**src/rtl/uart_baud_timeout.sv**
```systemverilog
module uart_baud_timeout #(
  parameter int CD_W   = 16,
  parameter int BDIV_W = 8,
  parameter int CD_RST = 15
) (
  input  logic              clk,
  input  logic              rst_n,
  input  logic              cfg_load,
  input  logic              clk_div8,
  input  logic [1:0]        data_code,
  input  logic [2:0]        par_code,
  input  logic [1:0]        stop_code,
  input  logic [CD_W-1:0]   cd_in,
  input  logic [BDIV_W-1:0] bdiv_in,
  input  logic              rx_char,
  output logic              baud_tick,
  output logic              rx_timeout,
  output logic [3:0]        frame_bits
);
  localparam int FRAME_MAX = 12;
  localparam int TO_W = $clog2(4 * FRAME_MAX + 1);

  logic              sel_q;
  logic [CD_W-1:0]   cd_q, cd_cnt;
  logic [BDIV_W-1:0] bdiv_q, bd_cnt;
  logic [2:0]        pre_cnt;
  logic [TO_W-1:0]   to_cnt;
  logic              armed;

  logic       pre_en, cd_hit, bd_hit;
  logic [3:0] new_frame;

  assign pre_en = !sel_q || (pre_cnt == 3'd7);
  assign cd_hit = pre_en && (cd_q != '0) && (cd_cnt >= cd_q - CD_W'(1));
  assign bd_hit = bd_cnt >= bdiv_q;

  assign new_frame = 4'd1
                   + ((data_code == 2'd3) ? 4'd6 : (data_code == 2'd2) ? 4'd7 : 4'd8)
                   + ((par_code <= 3'd1) ? 4'd1 : 4'd0)
                   + ((stop_code == 2'd2) ? 4'd2 : 4'd1);

  always_ff @(posedge clk) begin
    if (!rst_n) begin
      sel_q      <= 1'b0;
      cd_q       <= CD_W'(CD_RST);
      bdiv_q     <= '0;
      frame_bits <= 4'd10;
    end else if (cfg_load) begin
      sel_q      <= clk_div8;
      cd_q       <= cd_in;
      bdiv_q     <= bdiv_in;
      frame_bits <= new_frame;
    end
  end

  always_ff @(posedge clk) begin
    if (!rst_n) begin
      pre_cnt   <= '0;
      cd_cnt    <= '0;
      bd_cnt    <= '0;
      baud_tick <= 1'b0;
    end else begin
      pre_cnt   <= pre_cnt + 3'd1;
      baud_tick <= cd_hit && bd_hit;
      if (cd_q == '0) begin
        cd_cnt <= '0;
        bd_cnt <= '0;
      end else if (pre_en) begin
        cd_cnt <= cd_hit ? '0 : cd_cnt + CD_W'(1);
        if (cd_hit) bd_cnt <= bd_hit ? '0 : bd_cnt + BDIV_W'(1);
      end
    end
  end

  always_ff @(posedge clk) begin
    if (!rst_n) begin
      to_cnt     <= '0;
      armed      <= 1'b0;
      rx_timeout <= 1'b0;
    end else begin
      rx_timeout <= 1'b0;
      if (rx_char) begin
        to_cnt <= TO_W'({frame_bits, 2'b00});
        armed  <= 1'b1;
      end else if (armed && baud_tick) begin
        if (to_cnt == TO_W'(1)) begin
          armed      <= 1'b0;
          rx_timeout <= 1'b1;
        end else begin
          to_cnt <= to_cnt - TO_W'(1);
        end
      end
    end
  end
endmodule

```
**config.mk**
```make
export PLATFORM = sky130hd
export DESIGN_NAME = uart_baud_timeout
export DESIGN_NICKNAME = d
export VERILOG_FILES = /design/src/rtl/uart_baud_timeout.sv
export SDC_FILE = /design/constraint.sdc
export NUM_CORES = 1
export LEC_CHECK = 0
export BUFFER_PORTS_ARGS = -buffer_cell sky130_fd_sc_hd__clkbuf_2
export CAP_MARGIN = 20
export CORE_ASPECT_RATIO = 1.75
export CORE_MARGIN = 3
export CORE_UTILIZATION = 25
export CTS_BUF_LIST = sky130_fd_sc_hd__clkbuf_4 sky130_fd_sc_hd__clkbuf_8
export CTS_CLUSTER_DIAMETER = 50
export CTS_CLUSTER_SIZE = 30
export DETAILED_ROUTE_END_ITERATION = 12
export PLACE_DENSITY_LB_ADDON = 0.15
export SYNTH_ARGS = -nofsm -noshare
export SYNTH_HDL_FRONTEND = slang
export SYNTH_SLANG_ARGS = --single-unit
```
**constraint.sdc**
```tcl
create_clock -name clk -period 4.2 [get_ports clk]
set_input_delay 0.42 -clock clk [delete_from_list [all_inputs] [get_ports clk]]
set_output_delay 0.42 -clock clk [all_outputs]
set_load 0.01 [all_outputs]
```
Word-level counts from Yosys, hierarchy flattened:

Cells that the tools add are included.

* bits in latches: 0
* register bits: 65
* input port bits: 36
* bits in writable memories: 0
* memories: 0
* ROM bits: 0
* word-level logic and storage cells: 62

* shift operators: 0
* multiply operators: 0
* reductions and logical operators: 17
* bitwise logic cells: 3
* div/mod/pow operators: 0
* multiplexer cells: 13
* magnitude comparators: 3
* $add $sub $neg: 8
* equality and inequality tests: 6

Operators by type and width (count)
* 2-to-1 mux 6 bit: 3
* adder 16 x 1 -> 16 bit (second input constant): 1
* greater-or-equal comparator 16 bit: 1
* zero test 16 bit: 1
* 2-to-1 mux 16 bit: 1
* nonzero test 16 bit: 1
* subtractor 16 x 1 -> 16 bit (second input constant): 1
* adder 8 x 1 -> 8 bit (second input constant): 1
* greater-or-equal comparator 8 bit: 1
* 2-to-1 mux 4 bit: 2
* 2-to-1 mux 8 bit: 1
* AND reduction 2 bit: 4
* equality test 2 bit (second input constant): 3
* equality test 6 x 1 -> 1 bit (second input constant): 1
* subtractor 6 x 1 -> 6 bit (second input constant): 1
* 2-to-1 mux 1 bit: 5
* adder 1 x 4 -> 4 bit (first input constant): 1
* adder 4 x 1 -> 4 bit: 1
* adder 4 x 2 -> 4 bit: 1
* logical AND 1 bit: 4
* nonzero test 2 bit: 2
* OR reduction 2 bit: 2
* adder 3 x 1 -> 3 bit (second input constant): 1
* equality test 3 bit (second input constant): 1
* 7 further kinds: 9

Depth between registers and ports, before layout:

* depth in word-level cells: 6
* gate-level depth with buffers: 14
* depth with buffers taken out: 12

Worst setup path before layout:

Ideal clock, no wire load.

* path kind: flip-flop to flip-flop
* start point: reg cd_q[7]
* end point: reg bd_cnt[0]
* clock period less this slack: 3448 ps
* buffers on the path: 2
* slack: 752 ps
* required time: 4086 ps
* data arrival time: 3334 ps
* stages on the path, launching flop included: 13
* library setup time: 114 ps
* path through: dfxtp_1 -> or4_4 -> or3_1 -> buf_6 -> nor4_1 -> xnor2_1 -> ha_1 -> nand4_1 -> a2111o_1 -> o21ai_1 -> a21o_1 -> buf_4 -> a2bb2o_4

* longest elaborated chain between the ends: 4
* elaborated cells on any way between the ends: 8
* those cells by class: add/sub: 1; order compare: 1; reduce/logical: 6

RTL lines
* start: declaration: line 24 `logic [CD_W-1:0] cd_q, cd_cnt;`
* start signal: assignment: line 45 `cd_q <= CD_W'(CD_RST);`
* start signal: assignment: line 50 `cd_q <= cd_in;`
* subtractor 16 x 1 -> 16 bit or nonzero test 16 bit (tied branches): line 34 `assign cd_hit = pre_en && (cd_q != '0) && (cd_cnt >= cd_q - CD_W'(1));`
* greater-or-equal comparator 16 bit or logical AND 1 bit (tied branches): line 34
* logical AND 1 bit: line 34
* AND reduction 2 bit (no source line)
* end signal: assignment: line 70 `if (cd_hit) bd_cnt <= bd_hit ? '0 : bd_cnt + BDIV_W'(1);`
* end: declaration: line 25 `logic [BDIV_W-1:0] bdiv_q, bd_cnt;`

Several ways; a longest one is shown, not always the timed one.
A chain may end at the register's enable or synchronous reset.

Worst setup path in the final report:

* start point: reg cd_q[7]
* end point: reg bd_cnt[6]

Same word-level chain as after synthesis.

==> metrics <==
initial antenna violation count=0; hpwl dp=6.19 mm; Critical Path AT=3890 ps; htree depth=3; Post-Synth XOR/XNOR Area=8.01%; Yosys reg bits=65; Clk Latency, worst-skew pair=350 ps; WS Path Type=reg -> reg; hold crit path type=in -> reg; mean post-synth cell area=9.07 µm²; syn_nets=469; Placed Instance Area=4010 µm²; via count=2,818; Std-Cell Rows=57; largest area contributor in the netlist=dfxtp_1; largest family of logic cells by synthesized area=simple AND/OR/NAND/NOR gates; Synth cell types=50; WL/cell=13.2 µm; CP Launch Type=flop; CTS Hold Buffers Added=0; fraction of the mapped netlist area in compound gates=11.2%; IO Count=42; vias in the first global route=2,864; top cell type's share of synthesized area=36.1%; Worst Path Required=4440 ps; crit end category=flop; WL met3=230 µm; Pleak=1.80 nW; port bufs=40; gpl congestion=0.819; Placed Instances=607; Tcrit/Tclk final=86.9%; count leader, synth=dfxtp_1; largest net degree at the start of global routing=42; Pins Over Slew Limit=0; drt via density=4.52; CTS Buf Count=9; synth warn=0; Met2 Wirelength=4.49 mm; diode count=0; Worst-path clk slew=70 ps; Worst slew margin=31.3%; Total GRT Usage=11.1%; die height=165 µm; Die X=96.8 µm; final hold violation count=0; CTS root buf=clkbuf_8; sequential cell area=1300 µm²; Top Layer Used=met4; maximum capacitance violations=0; total detailed-routing wirelength=8.21 mm; worst vdd ir=0.118 mV; post_cts resized=0; Post-Synthesis Cells=398; Post-synth EDFFs=0; DR iter-0 viols=66; Longest Clk Path Bufs=2; # DRC=0; # fillers=1,537; Final Setup Violations=0; mux contribution to synthesized area=6.93%; CP Max Fanout=6; hold_ws=294 ps; layout cells sized above 1=15.2%; Detailed Routing Iterations Pass 1=4; Max Freq=0.274 GHz; Slew @ Worst Pin=1030 ps; Routed Antenna Nets=0; Final Cell Area=4230 µm²; Layout area overhead=17.2%; RSZ-0062 raised after global routing=no; Simple-Gate Fraction of Synth Area=21.2%; top cells by count, synth=dfxtp_1, ha_1, nor2_1; Pwr Density=337 nW/µm²; Core Area=14,000 µm²; CTS sink cnt=65; status=completed; sequential share of the synthesized area=36.1%; Final Critical Period=3650 ps; Initial Util=25.8%; Post-Synth Adder-Cell Area=12.3%; Layout Skew=8.54 ps; area of the multi-input gates=2150 µm²; setup TNS=0 ps; Final Net Count=512; Setup Buffers After CTS=0; wire length of the first global-routing pass=14.1 mm; CTS tree=done; Netlist Area Pre-Place=3610 µm²; Post-synth ARST share=0%; Most used DFF post-synth=dfxtp_1; met1 wire length=3.32 mm; Synth area leaders=dfxtp_1, ha_1, mux2i_1; global route overflow=0; die area=16,000 µm²; fin cells=623
[logic make-up after synthesis]
logic type,Yosys count
and+or+nand+nor,149
DFF,65
AOI/OAI and AO/OA,55
buffers and inverters,36
adders and majority gates,35
xor gates and xnor gates,33
muxes,25
[path summary, 6_finish.rpt]
path	to	startpoint	depth (start not counted)	slack, ps
min	cd_q[3]	cd_in[3]	3	290
max	bd_cnt[6]	cd_q[7]	11	550
max reg2reg	bd_cnt[6]	cd_q[7]	11	550
min reg2reg	pre_cnt[0]	pre_cnt[0]	1	420
[final cells by class]
cell class,count,share of cell area [%]
Sequential cell,65,30.8
Multi-Input combinational cell,297,50.9
Inverter,24,2.13
Clock inverter,7,2.25
Timing Repair Buffer,44,5.74
Tap cell,177,5.24
Clock buffer,9,2.93
[placed cells by master, fill, tap and decap left out, types with 6 or more instances in the layout]
cell type and n:
nor2_1 32, xor2_1 8, clkbuf_2 40, nand2b_1 8
inv_1 24, and3_1 6, clkbuf_8 9, nor3_1 13
ha_1 34, nor2b_1 26, nand3_1 11, dfxtp_1 65
a21oi_1 16, mux2i_1 25, xnor2_1 25, o21ai_0 8
nand2_1 29, nand4_1 7
[registers in the layout, summed over array words and instances (netlist names)]
signal,flops
armed,1
baud_tick,1
bd_cnt,8
bdiv_q,8
cd_cnt,16
cd_q,16
frame_bits,4
pre_cnt,3
rx_timeout,1
sel_q,1
to_cnt,6
[where the power goes]
part / total [mW] / internal (mW) / switching (mW)
Sequential: 0.665 / 0.642 / 0.0231
Combinational: 0.161 / 0.0780 / 0.0827
Clock: 0.599 / 0.334 / 0.265
Total: 1.42 / 1.05 / 0.371
[critical path, cell delays in order, from the launching register on]
cell,delay [ps]
dfxtp_1,370
or4_4,560
or3_1,450
nor4_1,270
xnor2_1,120
ha_1,300
nand4_1,130
a2111o_1,430
o21ai_1,360
buf_4,230
nand3_1,70
a32o_1,250
[layer usage]
layer	up-vias	GRT usage (%)
met5	-	0
met3	9	2.49
met2	50	20.9
met4	0	4.98
li1	1462	-
met1	1297	11.8
[metrics by stage]
| step | setup slack [ps] | power (mW) | utilization (%) |
|---|---|---|---|
| floorplan | 752 | 0.792 | - |
| global placement | 557 | 0.842 | 28.7 |
| detailed placement | 505 | 0.845 | 28.7 |
| CTS | 497 | 1.45 | 30.2 |
| global route | 180 | 1.50 | 30.2 |
| finish | 552 | 1.42 | 30.2 |
(Power assumes the default switching activity.)
